`src/rtl/specrd_pkg.sv`:
```
package specrd_pkg;
  typedef enum logic {
    KIND_DATA  = 1'b0,
    KIND_INSTR = 1'b1
  } req_kind_e;

  localparam int KIND_COUNT = 2;
endpackage

```
`src/rtl/specrd_hist.sv`:
```
module specrd_hist #(
  parameter int CNT_W    = 4,
  parameter int CNT_INIT = 8
) (
  input  logic             clk,
  input  logic             rst_n,
  input  logic             upd_en,
  input  logic             upd_up,
  output logic [CNT_W-1:0] cnt_o
);
  localparam logic [CNT_W-1:0] CNT_MAX = '1;
  localparam logic [CNT_W-1:0] CNT_RST = CNT_W'(CNT_INIT);

  logic [CNT_W-1:0] cnt_q;
  logic [CNT_W-1:0] cnt_d;

  always_comb begin
    cnt_d = cnt_q;
    if (upd_en) begin
      if (upd_up) begin
        if (cnt_q != CNT_MAX) cnt_d = cnt_q + 1'b1;
      end else begin
        if (cnt_q != '0) cnt_d = cnt_q - 1'b1;
      end
    end
  end

  always_ff @(posedge clk or negedge rst_n) begin
    if (!rst_n) begin
      cnt_q <= CNT_RST;
    end else if (upd_en) begin
      cnt_q <= cnt_d;
    end
  end

  assign cnt_o = cnt_q;
endmodule

```
`src/rtl/specrd_thr_reg.sv`:
```
module specrd_thr_reg #(
  parameter int CNT_W    = 4,
  parameter int THR_INIT = 8
) (
  input  logic             clk,
  input  logic             rst_n,
  input  logic             wr_en,
  input  logic [CNT_W-1:0] wr_data,
  output logic [CNT_W-1:0] thr_o
);
  localparam logic [CNT_W-1:0] THR_RST = CNT_W'(THR_INIT);

  logic [CNT_W-1:0] thr_q;
  logic [CNT_W-1:0] thr_d;

  always_comb begin
    thr_d = thr_q;
    if (wr_en) thr_d = wr_data;
  end

  always_ff @(posedge clk or negedge rst_n) begin
    if (!rst_n) begin
      thr_q <= THR_RST;
    end else if (wr_en) begin
      thr_q <= thr_d;
    end
  end

  assign thr_o = thr_q;
endmodule

```
`src/rtl/specrd_tracker.sv`:
```
module specrd_tracker #(
  parameter int ID_W = 4
) (
  input  logic                 clk,
  input  logic                 rst_n,
  input  logic                 alloc_en,
  input  logic [ID_W-1:0]      alloc_id,
  input  logic                 alloc_kind,
  input  logic                 ret_en,
  input  logic [ID_W-1:0]      ret_id,
  output logic                 hit_o,
  output logic                 hit_kind_o,
  output logic [(1<<ID_W)-1:0] pend_o
);
  localparam int NUM_IDS = 1 << ID_W;

  logic [NUM_IDS-1:0] pend_q;
  logic [NUM_IDS-1:0] kind_q;

  for (genvar e = 0; e < NUM_IDS; e++) begin : g_slot
    logic set_e;
    logic clr_e;
    logic pend_d;

    assign set_e = alloc_en && (alloc_id == ID_W'(e));
    assign clr_e = ret_en && (ret_id == ID_W'(e));

    always_comb begin
      pend_d = pend_q[e];
      if (clr_e) pend_d = 1'b0;
      if (set_e) pend_d = 1'b1;
    end

    always_ff @(posedge clk or negedge rst_n) begin
      if (!rst_n) begin
        pend_q[e] <= 1'b0;
      end else if (set_e || clr_e) begin
        pend_q[e] <= pend_d;
      end
    end

    always_ff @(posedge clk or negedge rst_n) begin
      if (!rst_n) begin
        kind_q[e] <= 1'b0;
      end else if (set_e) begin
        kind_q[e] <= alloc_kind;
      end
    end
  end

  assign hit_o      = ret_en && pend_q[ret_id];
  assign hit_kind_o = kind_q[ret_id];
  assign pend_o     = pend_q;
endmodule

```
`src/rtl/specrd_predictor.sv`:
```
module specrd_predictor
  import specrd_pkg::*;
#(
  parameter int ID_W     = 4,
  parameter int CNT_W    = 4,
  parameter int CNT_INIT = 8,
  parameter int THR_INIT = 8
) (
  input  logic             clk,
  input  logic             rst_n,
  input  logic             miss_valid,
  input  logic             miss_is_instr,
  input  logic [ID_W-1:0]  miss_id,
  input  logic             fb_valid,
  input  logic [ID_W-1:0]  fb_id,
  input  logic             fb_useful,
  input  logic             cfg_we,
  input  logic             cfg_sel,
  input  logic [CNT_W-1:0] cfg_wdata,
  output logic [CNT_W-1:0] cfg_rdata,
  output logic             spec_issue,
  output logic [ID_W-1:0]  spec_id
);
  localparam int               NUM_IDS = 1 << ID_W;
  localparam logic [CNT_W-1:0] THR_OFF = '1;

  logic [CNT_W-1:0]   cnt [KIND_COUNT];
  logic [CNT_W-1:0]   thr [KIND_COUNT];
  logic               fb_hit;
  logic               fb_kind;
  logic [NUM_IDS-1:0] pend_vld;
  req_kind_e          miss_kind;
  logic [CNT_W-1:0]   sel_cnt;
  logic [CNT_W-1:0]   sel_thr;
  logic               allow;
  logic               issue_d;
  logic               issue_q;
  logic [ID_W-1:0]    id_q;

  for (genvar k = 0; k < KIND_COUNT; k++) begin : g_kind
    logic upd_en_k;
    logic wr_en_k;

    assign upd_en_k = fb_hit && (fb_kind == 1'(k));
    assign wr_en_k  = cfg_we && (cfg_sel == 1'(k));

    specrd_hist #(.CNT_W(CNT_W), .CNT_INIT(CNT_INIT)) u_hist (
      .clk    (clk),
      .rst_n  (rst_n),
      .upd_en (upd_en_k),
      .upd_up (fb_useful),
      .cnt_o  (cnt[k])
    );

    specrd_thr_reg #(.CNT_W(CNT_W), .THR_INIT(THR_INIT)) u_thr (
      .clk     (clk),
      .rst_n   (rst_n),
      .wr_en   (wr_en_k),
      .wr_data (cfg_wdata),
      .thr_o   (thr[k])
    );
  end

  specrd_tracker #(.ID_W(ID_W)) u_trk (
    .clk        (clk),
    .rst_n      (rst_n),
    .alloc_en   (issue_d),
    .alloc_id   (miss_id),
    .alloc_kind (miss_is_instr),
    .ret_en     (fb_valid),
    .ret_id     (fb_id),
    .hit_o      (fb_hit),
    .hit_kind_o (fb_kind),
    .pend_o     (pend_vld)
  );

  // The decision reads the registered counters, so a feedback in the same
  // cycle only becomes visible to the next miss.
  always_comb begin
    miss_kind = req_kind_e'(miss_is_instr);
    sel_cnt   = cnt[miss_kind];
    sel_thr   = thr[miss_kind];
    allow     = (sel_thr != THR_OFF) && (sel_cnt >= sel_thr);
    issue_d   = miss_valid && allow;
  end

  always_ff @(posedge clk or negedge rst_n) begin
    if (!rst_n) begin
      issue_q <= 1'b0;
    end else begin
      issue_q <= issue_d;
    end
  end

  always_ff @(posedge clk or negedge rst_n) begin
    if (!rst_n) begin
      id_q <= '0;
    end else if (miss_valid) begin
      id_q <= miss_id;
    end
  end

  logic [CNT_W-1:0] cnt_data;
  logic [CNT_W-1:0] cnt_instr;
  logic [CNT_W-1:0] thr_data;
  logic [CNT_W-1:0] thr_instr;

  assign cnt_data   = cnt[KIND_DATA];
  assign cnt_instr  = cnt[KIND_INSTR];
  assign thr_data   = thr[KIND_DATA];
  assign thr_instr  = thr[KIND_INSTR];
  assign cfg_rdata  = thr[cfg_sel];
  assign spec_issue = issue_q;
  assign spec_id    = id_q;
endmodule

```
`config.mk`:
```
export PLATFORM = sky130hd
export DESIGN_NAME = specrd_predictor
export DESIGN_NICKNAME = d
export VERILOG_FILES = /design/src/rtl/specrd_pkg.sv /design/src/rtl/specrd_hist.sv /design/src/rtl/specrd_thr_reg.sv /design/src/rtl/specrd_tracker.sv /design/src/rtl/specrd_predictor.sv
export SDC_FILE = /design/constraint.sdc
export NUM_CORES = 1
export LEC_CHECK = 0
export ABC_AREA = 1
export CORE_UTILIZATION = 60
export CTS_CLUSTER_DIAMETER = 30
export CTS_CLUSTER_SIZE = 28
export DETAILED_ROUTE_END_ITERATION = 7
export DONT_BUFFER_PORTS = 1
export GPL_ROUTABILITY_DRIVEN = 1
export GPL_TIMING_DRIVEN = 0
export PLACE_DENSITY = 0.78
export SETUP_SLACK_MARGIN = 0.5
export SLEW_MARGIN = 5
export SYNTH_ARGS = -nofsm -noshare
export SYNTH_HDL_FRONTEND = slang
export SYNTH_SLANG_ARGS = --single-unit
```
`constraint.sdc`:
```
create_clock -name clk -period 3 [get_ports clk]
set_clock_uncertainty 0.15 [all_clocks]
set_input_delay 0.45 -clock clk [delete_from_list [all_inputs] [get_ports clk]]
set_output_delay 0.45 -clock clk [all_outputs]
set_load 0.005 [all_outputs]
```
==> results of run 1 <==
[synthesized netlist by cell type (4+ instances only)]
| cell | instances | area [µm²] |
|---|---|---|
| nand2_1 | 173 | 649.4 |
| dfrtp_1 | 49 | 1226 |
| o21ai_0 | 44 | 220.2 |
| nand3_1 | 29 | 145.1 |
| inv_1 | 27 | 101.4 |
| nor2_1 | 24 | 90.09 |
| o21ai_1 | 11 | 55.05 |
| ha_1 | 8 | 100.1 |
| nand2_2 | 6 | 37.54 |
| a21oi_1 | 5 | 25.02 |
| dfstp_2 | 4 | 105.1 |
| xor2_1 | 4 | 35.03 |
[layout make-up]
type | instances | area, µm²
multi-input combinational | 320 | 1538
fill | 433 | 1530
sequential | 53 | 1331
inverter | 30 | 123.9
tap | 67 | 83.83
buffer | 9 | 78.83
clock buffer | 6 | 72.57
timing repair buffer | 3 | 45.04
clock inverter | 2 | 13.76
[power groups by stage]
stage               Sequential (mW)  Clock (mW)  Combinational (mW)
detailed placement             1.15           0               0.772
CTS                            1.13       0.410               0.795
global placement               1.14           0               0.738
finish                         1.13       0.399               0.805
floorplan                      1.10           0               0.638
global route                   1.17       0.430               0.941
[worst register-to-register path: stages, from the launching register on]
cell and delay (ns):
dfstp_2 0.54, inv_1 0.05, o21ai_2 0.19, inv_1 0.08, ha_1 0.32, a21oi_1 0.17, nand3_2 0.17, clkbuf_4 0.24
nand3_1 0.19, nand2_1 0.08, o21ai_1 0.07
[path summary, 6_finish.rpt]
check	start	end	slack (ns)	cells after the start
setup / recovery	g_kind[0].u_thr.thr_o[3]	u_trk.kind_q[9]	0.67	10
hold / removal	cfg_wdata[3]	g_kind[0].u_thr.thr_o[3]	0.12	2
setup reg to reg	g_kind[0].u_thr.thr_o[3]	u_trk.kind_q[9]	0.67	10
hold reg to reg	u_trk.kind_q[13]	u_trk.kind_q[13]	0.34	2
max in group asynchronous	rst_n	g_kind[1].u_hist.cnt_o[3]	1.91	2
min in group asynchronous	rst_n	u_trk.pend_o[14]	0.50	2
[stage by stage]
step,cell area [µm²],instances
final,3287,490
after global routing,3287,490
after CTS,3264,489
after detailed placement,3139,479
after global placement,3139,479
after floorplan,3055,412
[metal layers]
layer / vias to the layer above / GRT usage (%)
met5: - / 0
met4: 0 / 10.47
met3: 8 / 4.938
met2: 49 / 45.88
met1: 1208 / 34.51
li1: 1342 / -
[kinds of logic (layout without fill, tap and decap cells)]
| family | Yosys count | after routing | synth area share, % |
|---|---|---|---|
| flip-flops | 53 | 53 | 43.57 |
| AO/OA/AOI/OAI | 63 | 63 | 11.02 |
| buffers and inverters | 39 | 50 | 6.388 |
| adder cells (fa/ha/maj) | 10 | 10 | 4.587 |
| AND/OR/NAND/NOR | 241 | 241 | 32.72 |
| XOR/XNOR | 6 | 6 | 1.720 |
[registers in the layout, summed over array words and instances, names as in the netlist]
| signal | cells |
|---|---|
| g_kind.u_thr.thr_o | 8 |
| u_trk.kind_q | 16 |
| g_kind.u_hist.cnt_o | 8 |
| spec_id | 4 |
| u_trk.pend_o | 16 |
| spec_issue | 1 |
[what timing repair did]
action                                  4_1_cts  5_1_grt
endpoints found under the setup margin       16       19
hold buffers                                  2        0
setup buffers                                 0        1
gates resized for setup                       1        5
hold endpoints to repair                     53        0
==> run summary, run 1 <==
FP Rows: 25
WP data required: 3.08 ns
Fmax: 0.4301 GHz
Synthesized area: 0.003055 mm²
Synth Net Count: 442
Top cell by count, worst path: inv_1
Setup crit end kind: flop
Final Slew Violations: 0
Finished Core Util: 68.23%
Status: finished clean
Max stage delay on crit path: 0.54 ns
Final net count: 452
WL/cell: 13.24 µm
Vias in the first global route: 2451
Synth warn: 0
Hpwl dp: 4810 µm
Peak VDD IR: 0.0003970 V
Die width: 73.36 µm
Share of layout cells above drive strength 1: 8.983%
Inserted Diodes: 0
GRT overflow: 0
CORE AREA: 0.004817 mm²
Pwr Total: 2.338 mW
CTS Buffer Depth: 2
Antenna violations before repair: 0
Worst-path cell chain: inv_1 -> o21ai_2 -> inv_1 -> ha_1 -> a21oi_1 -> nand3_2 -> clkbuf_4 -> nand3_1 -> nand2_1 -> o21ai_1
H-tree Lvls: 2
Cell Int Power: 1.458 mW
Routed wl met2: 3256 µm
Clock sink count: 53
Routed met1 length: 2912 µm
WP buf/inv: 3
Root buf cell: clkbuf_8
Syn Inst Count: 412
Via density: 5.320
Post-synth cell types: 31
Ys flop type: dfrtp_1
Sw Share: 37.66%
# DRC: 0
Clock Latency Late Sink: 0.30 ns
Io pins: 29
Metal3 WL: 235 µm
Critical Path Slowest Stage Cell: dfstp_2
DR vias: 2607
Final hold vios: 0
Setup TNS: 0 ns
Most frequent cells in the layout: nand2_1, dfrtp_1, o21ai_0
Maxcap violations: 0
TritonCTS clock tree: built
Startpoint Class: flop
Slew @ Worst Pin: 0.3607 ns
WP data arrival: 2.40 ns
CTS clk-pin slew, worst paths: 0.09 ns
Sequential share of the synthesized area: 43.57%
Pre-CTS setup slack: 0.09256 ns
Synth-to-Final Area Change: 7.576%
Unrepaired setup endpoints after global routing: false
WS Path Type: reg2reg
Worst slew margin: 75.70%
Largest net degree at the start of global routing: 54
Commonest non-fill, non-tap cell in the layout: nand2_1
Cts bufs inserted: 5
GPL Wtd Cong: 0.8747
FFs w/ async S/R, synth: 100.0%
IO buf count: 0
Initial Utilization: 63.43%
# setup viols final: 0
Sw Pwr: 0.8807 mW
Final Cycle Share: 77.51%
Routed Antenna Nets: 0
Post-synth EDFFs: 0
HP Class: in2reg
First-pass GRT wire length: 10960 µm
Crit-path max FO: 10
Combinational share of power: 34.4%
Die ar.: 0.005382 mm²
Setup WS post-layout: 0.6748 ns
Leak: 1.708 nW
Fin crit period: 2.325 ns
Final wirelength: 6489 µm
Seq cells post-synth: 53
CP delay by family, top: flip-flops
Avg Synthesized Cell Area: 7.416 µm²
Total GRT Usage: 27.05%
DR top layer: met4
Starting DRT DRC Count: 109
Hold WS: 0.1185 ns
Register share of total power: 48.5%
Die H: 73.36 µm
Clock share of power: 17.1%
Pwr/cell area: 711.4 mW/mm²
Router iterations before antenna repair: 4
(Power assumes the default switching activity.)
==> run 2: changes to the inputs <==
- CORE_UTILIZATION: 60 -> 57
- PLACE_DENSITY: 0.78 -> 0.77
- clock period: 3 -> 1.9 ns (I/O delays scaled with it)
==> run 2 against run 1 <==
Net effect:
- the run now ends with negative hold slack, negative setup slack left
- final area up 16%
- wire length up 15%
- fmax up 11%
- setup slack worse by 0.87 ns
- critical path depth up 2
- worst hold slack worse by 0.62 ns
- utilization up 6.2 points
- critical path type unchanged
- via count up 7.4%
- clock-buffer cell count up 1
- clock power up 58%
==> run summary, run 2 (synthesized netlist as in run 1, its figures left out) <==
Status: finished, violations left
Failing checks: negative hold slack, negative setup slack
IO buf count: 0
Most frequent cells in the layout: nand2_1, dfrtp_1, o21ai_0
Largest net degree at the start of global routing: 54
Inserted Diodes: 0
CTS Buffer Depth: 2
Final net count: 469
Leak: 1.844 nW
H-tree Lvls: 2
Clock sink count: 53
Maxcap violations: 0
Clock Latency Late Sink: 0.31 ns
Starting DRT DRC Count: 208
TritonCTS clock tree: built
GRT overflow: 0
Fin crit period: 2.097 ns
CTS clk-pin slew, worst paths: 0.10 ns
Die ar.: 0.005657 mm²
# setup viols final: 33
Hold WS: -0.4978 ns
Die width: 75.22 µm
Total GRT Usage: 28.22%
Root buf cell: clkbuf_8
WP data required: 1.98 ns
Cts bufs inserted: 5
Unrepaired setup endpoints after global routing: true
WP data arrival: 2.18 ns
CTS Hold Bufs: 5
Final Slew Violations: 0
CORE AREA: 0.005140 mm²
Placed Cells: 482
DR vias: 2799
Worst slew margin: 76.35%
Via density: 5.488
WL/cell: 14.69 µm
First-pass GRT wire length: 11790 µm
Peak VDD IR: 0.0006298 V
Initial Utilization: 59.44%
Final wirelength: 7491 µm
Die H: 75.22 µm
Slew @ Worst Pin: 0.3547 ns
Io pins: 29
FP Rows: 26
Routed Antenna Nets: 0
WS Path Type: reg2reg
Synth-to-Final Area Change: 25.27%
Share of layout cells above drive strength 1: 24.55%
Final hold vios: 53
# DRC: 0
Crit-path max FO: 5
Number of cells on the worst reg-to-reg path: 12
Startpoint Class: flop
Hpwl dp: 4826 µm
Vias in the first global route: 2583
GPL Wtd Cong: 0.8344
HP Class: in2async
Setup WS post-layout: -0.1974 ns
Commonest non-fill, non-tap cell in the layout: nand2_1
Router iterations before antenna repair: 5
Fmax: 0.4768 GHz
Antenna violations before repair: 0
Final Instance Count excl. Fillers: 510
Final Cycle Share: 110.4%
Pwr/cell area: 1176 mW/mm²
Setup crit end kind: flop
Fillcell total: 410
==> run 2: what timing repair did <==
| action | 4_1_cts | 5_1_grt |
|---|---|---|
| hold endpoints to repair | 61 | 53 |
| endpoints found under the setup margin | 42 | 44 |
| cloned | 1 | 0 |
| gates resized for setup | 44 | 30 |
| pin swaps | 19 | 27 |
| setup buffers | 10 | 4 |
==> run 2: final cells by class <==
class	instances	area (µm²)	share of cell area, %
plain buffers	9	116.4	3.040
clock buffers	7	76.32	1.994
clock inverters	1	5.005	0.1308
inverters	30	127.6	3.334
multi-input cells	320	1867	48.77
flip-flops and latches	53	1335	34.88
well taps	70	87.58	2.288
repair buffers	20	212.7	5.557
==> run 2: power breakdown <==
| group | total (mW) | switching [mW] | internal, mW | leakage [nW] |
|---|---|---|---|---|
| clock | 0.629 | 0.369 | 0.260 | 0.0422 |
| combinational | 2.06 | 1.09 | 0.969 | 1.13 |
| sequential | 1.81 | 0.275 | 1.53 | 0.668 |
| total | 4.50 | 1.74 | 2.76 | 1.84 |
==> run 2: metrics by stage <==
stage | instance area [µm²] | setup TNS (ns) | util [%] | power [mW] | setup WS [ns]
2_1_floorplan | 3181 | -1.162 | - | 2.860 | -0.06944
3_3_place_gp | 3268 | -5.967 | 63.58 | 3.076 | -0.2450
3_5_place_dp | 3268 | -7.105 | 63.58 | 3.138 | -0.2868
4_1_cts | 3700 | -3.051 | 71.98 | 4.280 | -0.1541
5_1_grt | 3827 | -7.433 | 74.46 | 4.787 | -0.3041
6_report | 3827 | -4.506 | 74.46 | 4.500 | -0.1974
==> run 2: path summary, 6_finish.rpt <==
check                                     startpoint                   endpoint  slack (ns)
min                                            rst_n           u_trk.kind_q[15]       -0.50
max reg2reg                g_kind[0].u_hist.cnt_o[1]            u_trk.kind_q[8]       -0.20
min in group clk                          miss_id[2]                 spec_id[2]        0.02
min reg2reg                         u_trk.kind_q[11]           u_trk.kind_q[11]        0.35
max                        g_kind[0].u_hist.cnt_o[1]            u_trk.kind_q[8]       -0.20
max in group asynchronous                      rst_n  g_kind[1].u_hist.cnt_o[3]        1.91
==> run 2: worst max-delay path, stage by stage (launching register included) <==
cell      delay, ns
dfrtp_2        0.45
nand2_2        0.07
nand2_2        0.05
ha_1           0.30
inv_1          0.07
nor2_2         0.03
o211ai_1       0.27
nand3_4        0.14
buf_6          0.15
buf_16         0.13
nand3_4        0.08
nand2_2        0.05
o21ai_1        0.07
==> run 2: metal layers <==
layer  track usage, %  part of all wire, %  wire length (µm)  vias up
li1                 -                    -                 -     1377
met1            34.49                   42              3130     1328
met2            52.35                   52              3875       85
met3            4.284                  5.2               387        9
met4            6.790                  1.3                97        0
met5                0                    0                 0        -
